--- src/rtl/cbseq_pkg.sv ---
package cbseq_pkg;

    typedef enum logic [2:0] {
        M_IO    = 3'd0,
        M_RUN   = 3'd1,
        M_DRAIN = 3'd2,
        M_WRE   = 3'd3,
        M_WIM   = 3'd4
    } mode_e;

    // Window length of a band: flat region, then geometric shrink.
    function automatic int win_len(int band, int frame, int n_flat,
                                   int sh_num, int sh_den);
        int n;
        n = frame;
        for (int i = n_flat; i <= band; i++) begin
            n = (n * sh_num) / sh_den;
        end
        return n;
    endfunction

    // Butterflies per band: lone x[0], converging pairs, parity tail.
    function automatic int bfly_cnt(int n);
        return n / 2 + 1;
    endfunction

    // First coefficient word of a band: two words per butterfly below it.
    function automatic int coef_base(int band, int frame, int n_flat,
                                     int sh_num, int sh_den);
        int s;
        s = 0;
        for (int i = 0; i < band; i++) begin
            s += 2 * bfly_cnt(win_len(i, frame, n_flat, sh_num, sh_den));
        end
        return s;
    endfunction

endpackage

--- src/rtl/cbseq_band_table.sv ---
module cbseq_band_table #(
    parameter int NUM_BANDS  = 21,
    parameter int FRAME_LEN  = 160,
    parameter int FLAT_BANDS = 5,
    parameter int SHRINK_NUM = 28,
    parameter int SHRINK_DEN = 33,
    parameter int BW         = 5,
    parameter int NW         = 8,
    parameter int BFW        = 7,
    parameter int CAW        = 11
) (
    input  logic [BW-1:0]  band_i,
    output logic [NW-1:0]  win_o,
    output logic [BFW-1:0] nbf_o,
    output logic           even_o,
    output logic [CAW-1:0] base_o
);

    logic [NW-1:0]  tbl_win  [NUM_BANDS];
    logic [BFW-1:0] tbl_nbf  [NUM_BANDS];
    logic [CAW-1:0] tbl_base [NUM_BANDS];

    for (genvar g = 0; g < NUM_BANDS; g++) begin : g_row
        localparam int WL = cbseq_pkg::win_len(g, FRAME_LEN, FLAT_BANDS,
                                               SHRINK_NUM, SHRINK_DEN);
        localparam int BF = cbseq_pkg::bfly_cnt(WL);
        localparam int CB = cbseq_pkg::coef_base(g, FRAME_LEN, FLAT_BANDS,
                                                 SHRINK_NUM, SHRINK_DEN);
        assign tbl_win[g]  = NW'(WL);
        assign tbl_nbf[g]  = BFW'(BF);
        assign tbl_base[g] = CAW'(CB);
    end

    always_comb begin
        win_o  = '0;
        nbf_o  = '0;
        base_o = '0;
        if (int'(band_i) < NUM_BANDS) begin
            win_o  = tbl_win[band_i];
            nbf_o  = tbl_nbf[band_i];
            base_o = tbl_base[band_i];
        end
        even_o = ~win_o[0];
    end

    always_comb begin
        if (int'(band_i) < NUM_BANDS) begin
            a_r5_nbf_covers_half: assert (32'(nbf_o) == 32'(win_o) / 32'd2 + 32'd1);
        end
    end

endmodule

--- src/rtl/cbseq_io_ctr.sv ---
module cbseq_io_ctr #(
    parameter int FRAME_LEN = 160,
    parameter int OUT_WORDS = 42,
    parameter int SAW       = 8,
    parameter int OAW       = 6
) (
    input  logic           clk,
    input  logic           rst_n,
    input  logic           clr_i,
    input  logic           ld_step_i,
    input  logic           rd_step_i,
    output logic [SAW-1:0] ld_addr_o,
    output logic [OAW-1:0] rd_addr_o
);

    localparam logic [SAW-1:0] LD_MAX = SAW'(FRAME_LEN - 1);
    localparam logic [OAW-1:0] RD_MAX = OAW'(OUT_WORDS - 1);

    typedef struct packed {
        logic [SAW-1:0] ld;
        logic [OAW-1:0] rd;
    } ctr_t;

    ctr_t ctr_d, ctr_q;

    always_comb begin
        ctr_d = ctr_q;
        if (clr_i) begin
            ctr_d.ld = '0;
            ctr_d.rd = '0;
        end else begin
            if (ld_step_i) begin
                ctr_d.ld = (ctr_q.ld == LD_MAX) ? '0 : ctr_q.ld + 1'b1;
            end
            if (rd_step_i) begin
                ctr_d.rd = (ctr_q.rd == RD_MAX) ? '0 : ctr_q.rd + 1'b1;
            end
        end
    end

    always_ff @(posedge clk or negedge rst_n) begin
        if (!rst_n) ctr_q <= '0;
        else        ctr_q <= ctr_d;
    end

    assign ld_addr_o = ctr_q.ld;
    assign rd_addr_o = ctr_q.rd;

    a_r2_load_wraps: assert property (@(posedge clk) disable iff (!rst_n)
        (ld_step_i && !clr_i && ld_addr_o == LD_MAX) |=> ld_addr_o == '0);

    a_r3_unload_wraps: assert property (@(posedge clk) disable iff (!rst_n)
        (rd_step_i && !clr_i && rd_addr_o == RD_MAX) |=> rd_addr_o == '0);

    a_r2_load_holds: assert property (@(posedge clk) disable iff (!rst_n)
        (!ld_step_i && !clr_i) |=> $stable(ld_addr_o));

endmodule

--- src/rtl/cbseq_top.sv ---
module cbseq_top #(
    parameter int NUM_BANDS  = 21,
    parameter int FRAME_LEN  = 160,
    parameter int FLAT_BANDS = 5,
    parameter int SHRINK_NUM = 28,
    parameter int SHRINK_DEN = 33,
    parameter int PIPE_LAT   = 3,
    localparam int SAW       = $clog2(FRAME_LEN),
    localparam int NW        = $clog2(FRAME_LEN + 1),
    localparam int BFW       = $clog2(FRAME_LEN / 2 + 2),
    localparam int BW        = $clog2(NUM_BANDS),
    localparam int OUT_WORDS = 2 * NUM_BANDS,
    localparam int OAW       = $clog2(OUT_WORDS),
    localparam int ROM_TOTAL = cbseq_pkg::coef_base(NUM_BANDS, FRAME_LEN, FLAT_BANDS,
                                                    SHRINK_NUM, SHRINK_DEN),
    localparam int CAW       = $clog2(ROM_TOTAL),
    localparam int LTW       = $clog2(PIPE_LAT + 1)
) (
    input  logic           clk,
    input  logic           rst_n,
    input  logic           start_i,
    input  logic           ld_valid_i,
    input  logic           rd_req_i,
    output logic           busy_o,
    output logic           frame_done_o,
    output logic [SAW-1:0] smp_a_addr_o,
    output logic           smp_we_o,
    output logic           smp_a_en_o,
    output logic [SAW-1:0] smp_b_addr_o,
    output logic           smp_b_en_o,
    output logic [CAW-1:0] cos_addr_o,
    output logic [CAW-1:0] sin_addr_o,
    output logic           coef_en_o,
    output logic           band_first_o,
    output logic           band_last_o,
    output logic           even_o,
    output logic [BW-1:0]  band_o,
    output logic [OAW-1:0] out_addr_o,
    output logic           out_we_o,
    output logic           out_imag_o,
    output logic           out_rd_o
);

    import cbseq_pkg::*;

    localparam logic [BW-1:0]  LAST_BAND = BW'(NUM_BANDS - 1);
    localparam logic [LTW-1:0] LAT_END   = LTW'(PIPE_LAT - 1);

    typedef struct packed {
        mode_e          mode;
        logic [BW-1:0]  band;
        logic [BFW-1:0] bf;
        logic [LTW-1:0] lat;
        logic           done;
    } seq_t;

    seq_t seq_d, seq_q;

    logic [NW-1:0]  win;
    logic [BFW-1:0] nbf;
    logic           even_w;
    logic [CAW-1:0] base;
    logic [SAW-1:0] ld_addr;
    logic [OAW-1:0] rd_addr;
    logic           io_mode, run_mode, last_bf, pair_b;

    cbseq_band_table #(
        .NUM_BANDS (NUM_BANDS),
        .FRAME_LEN (FRAME_LEN),
        .FLAT_BANDS(FLAT_BANDS),
        .SHRINK_NUM(SHRINK_NUM),
        .SHRINK_DEN(SHRINK_DEN),
        .BW        (BW),
        .NW        (NW),
        .BFW       (BFW),
        .CAW       (CAW)
    ) band_tbl_i (
        .band_i(seq_q.band),
        .win_o (win),
        .nbf_o (nbf),
        .even_o(even_w),
        .base_o(base)
    );

    assign io_mode  = (seq_q.mode == M_IO);
    assign run_mode = (seq_q.mode == M_RUN);
    assign last_bf  = (seq_q.bf == nbf - BFW'(1));
    assign pair_b   = run_mode && (seq_q.bf != '0) && !(even_w && last_bf);

    cbseq_io_ctr #(
        .FRAME_LEN(FRAME_LEN),
        .OUT_WORDS(OUT_WORDS),
        .SAW      (SAW),
        .OAW      (OAW)
    ) io_ctr_i (
        .clk      (clk),
        .rst_n    (rst_n),
        .clr_i    (io_mode && start_i),
        .ld_step_i(io_mode && ld_valid_i),
        .rd_step_i(io_mode && rd_req_i),
        .ld_addr_o(ld_addr),
        .rd_addr_o(rd_addr)
    );

    // Next-state process
    always_comb begin
        seq_d      = seq_q;
        seq_d.done = 1'b0;
        unique case (seq_q.mode)
            M_IO: begin
                if (start_i) begin
                    seq_d.mode = M_RUN;
                    seq_d.band = '0;
                    seq_d.bf   = '0;
                end
            end
            M_RUN: begin
                if (last_bf) begin
                    seq_d.mode = M_DRAIN;
                    seq_d.lat  = '0;
                end else begin
                    seq_d.bf = seq_q.bf + 1'b1;
                end
            end
            M_DRAIN: begin
                if (seq_q.lat == LAT_END) seq_d.mode = M_WRE;
                else                      seq_d.lat  = seq_q.lat + 1'b1;
            end
            M_WRE: seq_d.mode = M_WIM;
            M_WIM: begin
                if (seq_q.band == LAST_BAND) begin
                    seq_d.mode = M_IO;
                    seq_d.done = 1'b1;
                end else begin
                    seq_d.mode = M_RUN;
                    seq_d.band = seq_q.band + 1'b1;
                    seq_d.bf   = '0;
                end
            end
            default: seq_d.mode = M_IO;
        endcase
    end

    always_ff @(posedge clk or negedge rst_n) begin
        if (!rst_n) begin
            seq_q      <= '0;
            seq_q.mode <= M_IO;
        end else begin
            seq_q <= seq_d;
        end
    end

    // Output decode
    always_comb begin
        busy_o       = !io_mode;
        frame_done_o = seq_q.done;
        smp_we_o     = io_mode && ld_valid_i;
        out_rd_o     = io_mode && rd_req_i;
        smp_a_en_o   = run_mode;
        smp_a_addr_o = io_mode ? ld_addr : (run_mode ? SAW'(seq_q.bf) : '0);
        smp_b_en_o   = pair_b;
        smp_b_addr_o = pair_b ? SAW'(win - NW'(seq_q.bf)) : '0;
        coef_en_o    = run_mode;
        cos_addr_o   = run_mode ? base + (CAW'(seq_q.bf) << 1) : '0;
        sin_addr_o   = run_mode ? base + (CAW'(seq_q.bf) << 1) + CAW'(1) : '0;
        band_first_o = run_mode && (seq_q.bf == '0);
        band_last_o  = run_mode && last_bf;
        even_o       = even_w;
        band_o       = seq_q.band;
        out_we_o     = (seq_q.mode == M_WRE) || (seq_q.mode == M_WIM);
        out_imag_o   = (seq_q.mode == M_WIM);
        out_addr_o   = io_mode ? rd_addr
                               : (out_we_o ? OAW'({seq_q.band, out_imag_o}) : '0);
    end

    // first sample address climbs by one inside a band
    a_r6_a_climbs: assert property (@(posedge clk) disable iff (!rst_n)
        (smp_a_en_o && !band_first_o) |-> smp_a_addr_o == $past(smp_a_addr_o) + 1'b1);

    // second sample address falls by one while pairs continue
    a_r6_b_falls: assert property (@(posedge clk) disable iff (!rst_n)
        (smp_b_en_o && $past(smp_b_en_o)) |-> smp_b_addr_o == $past(smp_b_addr_o) - 1'b1);

    a_r6_b_in_frame: assert property (@(posedge clk) disable iff (!rst_n)
        smp_b_en_o |-> 32'(smp_b_addr_o) < FRAME_LEN);

    a_r7_coef_step: assert property (@(posedge clk) disable iff (!rst_n)
        (coef_en_o && !band_first_o) |-> cos_addr_o == $past(cos_addr_o) + CAW'(2));

    a_r9_imag_follows_real: assert property (@(posedge clk) disable iff (!rst_n)
        (out_we_o && !out_imag_o) |=> (out_we_o && out_imag_o
                                       && out_addr_o == $past(out_addr_o) + 1'b1));

    a_r4_band_order: assert property (@(posedge clk) disable iff (!rst_n)
        (band_first_o && $past(out_we_o)) |-> band_o == $past(band_o) + 1'b1);

    a_r10_done_after_last: assert property (@(posedge clk) disable iff (!rst_n)
        frame_done_o |-> (!busy_o && $past(out_we_o && out_imag_o)
                          && $past(band_o) == LAST_BAND));

    a_r11_quiet_when_busy: assert property (@(posedge clk) disable iff (!rst_n)
        busy_o |-> (!smp_we_o && !out_rd_o));

    a_r8_marks_onehot: assert property (@(posedge clk) disable iff (!rst_n)
        (band_first_o && band_last_o) |-> 1'b0 == 1'b1 || nbf == BFW'(1));

endmodule

--- config.mk ---
export PLATFORM = sky130hd
export DESIGN_NAME = cbseq_top
export DESIGN_NICKNAME = d
export VERILOG_FILES = /design/src/rtl/cbseq_pkg.sv /design/src/rtl/cbseq_band_table.sv /design/src/rtl/cbseq_io_ctr.sv /design/src/rtl/cbseq_top.sv
export SDC_FILE = /design/constraint.sdc
export NUM_CORES = 1
export LEC_CHECK = 0
export CAP_MARGIN = 30
export CELL_PAD_IN_SITES_DETAIL_PLACEMENT = 1
export CELL_PAD_IN_SITES_GLOBAL_PLACEMENT = 2
export CORE_MARGIN = 2
export CORE_UTILIZATION = 40
export DETAILED_ROUTE_END_ITERATION = 8
export DONT_BUFFER_PORTS = 1
export PLACE_DENSITY_LB_ADDON = 0.1
export SYNTH_ARGS = -nofsm -noshare
export SYNTH_HDL_FRONTEND = slang
export SYNTH_SLANG_ARGS = --single-unit
export TNS_END_PERCENT = 1
--- constraint.sdc ---
create_clock -name clk -period 12.11 [get_ports clk]
set_input_delay 2.422 -clock clk [delete_from_list [all_inputs] [get_ports clk]]
set_output_delay 2.422 -clock clk [all_outputs]
set_load 0.05 [all_outputs]
==> results.tsv <==
metric	value	unit
clkTransAtPathRegs	0.06	ns
period_needed	7.559	ns
grt_max_degree	33	
vdd_drop_max	0.03780	mV
drc_errors	0	
synth-compound-area-share	0.2298	
cts_tree	built	
die_h	99.72	um
clock_skew	0.01046	ns
drv_slew	0	
die-area	9943	um2
holdWs	0.5086	ns
crit_top_cell	o21ai_0	
drt-met1-wl	5013	um
place_congestion	0.8637	
cts_setup_buffers	0	
detail_route.vias_per_cell	5.819	
cts_hold_buf	0	
ys_seq_area_frac	0.2185	
num_rows	34	
r2r_cells	10	
cts_sinks	32	
min_path_cells	1	
power	0.0001936	W
drv_cap	0	
antenna_left	0	
cts.path.max_buffers	2	
r2r_end	seq_q[2]$_DFFE_PN0P_	
tns	0	ns
period_share	0.6242	
crit_slowest_cell	dfrtp_1	
crit_buf_inv	3	
reg2reg_slack	7.69	ns
n_antenna_cell	0	
p_leak	1.792	nW
post_cts_resized	0	
ys_warn_count	0	
cts_buffers	5	
critPathCaptureType	primary output	
synth_top_family_by_area	simple AND/OR/NAND/NOR gates	
nets	506	
drive_above_1_share	0.1212	
grt_pass1_vias	3393	
cp.required	9.69	ns
grt_usage	0.2221	
antenna_found_initial	0	
grt-ovfl-total	0	
synth_edf_count	0	
syn_area	3665	um2
dp_cells	562	
htreeDepth	2	
firstDrtPassIters	4	
yosys.area_share.adder	0.1407	
hold_start	io_ctr_i.rd_addr_o[5]$_DFFE_PN0P_	
clk_latency	0.28	ns
synthXorXnorAreaFrac	0.05497	
finalNonFillerCells	570	
synth.distinct_cells	70	
route.detailed.wl_per_inst	18.76	um
setup_viol	0	
status	complete, no violations	
drt_iter0_drc	88	
async_flop_share	1.000	
p_per_area	49.60	nW/um2
synth_top_area_cell	dfrtp_1	
relSlewSlack	0.3285	
area_growth	6.521	%
cts_root_buf	clkbuf_8	
synth.avg_cell_area	7.781	um2
wl_met2	5224	um
synthMuxAreaShare	0.03004	
ioPinCount	66	
dp_hpwl	8397	um
synthSimpleGateAreaFrac	0.2335	
crit_chain	inv_1, ha_1, a211oi_4, nand3_1, o21ai_0, ha_1, inv_1, fa_1, nor2b_1, o21ai_0, a21boi_0, o21ai_0, a21boi_0, o21bai_1, xnor2_1, nor2_2, buf_6	
r2r-start	band_o[0]$_DFFE_PN0P_	
wl_met3	297	um
criticalPathCategory	flip-flop to primary output	
crit_path_max_fanout	12	
synth_cells	471	
core-area	8806	um2
synth_nets	516	
highest_layer	met4	
synth_ff_type	dfrtp_1	
synth_area_leaders	dfrtp_1 22%, ha_1 13%, o21ai_0 5.9%, nand2_1 4.9%, nor2_1 4.7%	
cpLargestDelayFamily	compound AO/OA/AOI/OAI gates	
synth_seq_cells	32	
worst_pin_slew	1.000	ns
arrival	5.14	ns
fin_area	3904	um2
via_count	3317	
startpoint_type	flip-flop	
dieWidth	99.72	um
finalHoldViolCount	0	
hold_end	io_ctr_i.rd_addr_o[5]$_DFFE_PN0P_	
place_area	3814	um2
hold_path_class	flip-flop to flip-flop	
fmax	132.3	MHz
port_buffers	0	
rsz0062_at_grt	false	
cpPeakStageDelay	0.87	ns
start_util	0.4162	
synth_top_area_frac	0.2185	
wl	10700	um
grt_pass1_wl	17600	um
## registers in the layout, summed over array words and instances, names as in the netlist
signal,count
frame_done_o,1
band_o,5
io_ctr_i.rd_addr_o,6
seq_q,12
io_ctr_i.ld_addr_o,8
## layer usage
layer	vias to the layer above	GRT usage
li1	1611	-
met1	1636	0.2966
met2	60	0.3836
met3	10	0.02530
met4	0	0.05479
met5	-	0
## synth_stat cells (11+ instances only)
master	number
nand2_1	48
nor2_1	46
o21ai_0	43
ha_1	38
dfrtp_1	32
inv_1	29
buf_4	18
clkbuf_1	17
nor3_1	17
a21oi_1	15
xnor2_1	15
mux2i_1	11
## cell usage in the layout (no fill, tap or decap), types with 7 or more instances in the layout
cell type and n:
ha_1 38, nor3_1 12, mux2i_1 11, buf_4 12, nor2_1 40, dfrtp_1 32
a21o_1 10, nand2_1 48, nor2b_1 8, xnor2_1 15, nand3_1 10, inv_1 29
nor3_2 7, buf_6 9, o21ai_0 34, a21oi_1 15, o21ai_1 14, and3_1 7
xor2_1 8
## kinds of logic (layout without fill, tap and decap cells)
| kind of cell | Yosys count | after routing |
|---|---|---|
| adders and majority gates | 40 | 40 |
| xor gates and xnor gates | 23 | 23 |
| other | 1 | 1 |
| DFF | 32 | 32 |
| and+or+nand+nor | 170 | 170 |
| buffers and inverters | 68 | 59 |
| muxes | 11 | 11 |
| AOI/OAI and AO/OA | 126 | 126 |
## through the flow
| stage | setup slack, ns | util |
|---|---|---|
| 2_1_floorplan | 4.668 | - |
| 3_3_place_gp | 4.882 | 0.4254 |
| 3_5_place_dp | 4.824 | 0.4331 |
| 4_1_cts | 4.498 | 0.4433 |
| 5_1_grt | 4.066 | 0.4433 |
| 6_report | 4.551 | 0.4433 |
## worst max-delay path by stage
stage | start | to | slack (ns) | depth (start not counted)
finish | band_o[1]$_DFFE_PN0P_ | sin_addr_o[9] | 4.55 | 17
global placement | band_o[1]$_DFFE_PN0P_ | sin_addr_o[9] | 4.88 | 16
global route | band_o[1]$_DFFE_PN0P_ | sin_addr_o[9] | 4.07 | 17
floorplan | band_o[0]$_DFFE_PN0P_ | smp_b_addr_o[6] | 4.67 | 17
CTS | band_o[1]$_DFFE_PN0P_ | sin_addr_o[9] | 4.50 | 17
detailed placement | band_o[1]$_DFFE_PN0P_ | sin_addr_o[9] | 4.82 | 17
## where the power goes
group | internal (W) | switching, W | total [W]
combinational | 0.0000000725 | 0.000000724 | 0.000000798
sequential | 0.000107 | 0 | 0.000107
clock | 0.0000464 | 0.0000396 | 0.0000860
total | 0.000153 | 0.0000403 | 0.000194
## area by class of cell
| cell class | count | area [um2] |
|---|---|---|
| Sequential cell | 32 | 800.8 |
| Timing Repair Buffer | 21 | 191.4 |
| Clock buffer | 8 | 90.09 |
| Tap cell | 108 | 135.1 |
| Fill cell | 1100 | 4902 |
| Inverter | 30 | 112.6 |
| Multi-Input combinational cell | 371 | 2574 |
No activity file was read; power rests on OpenSTA's default activity.
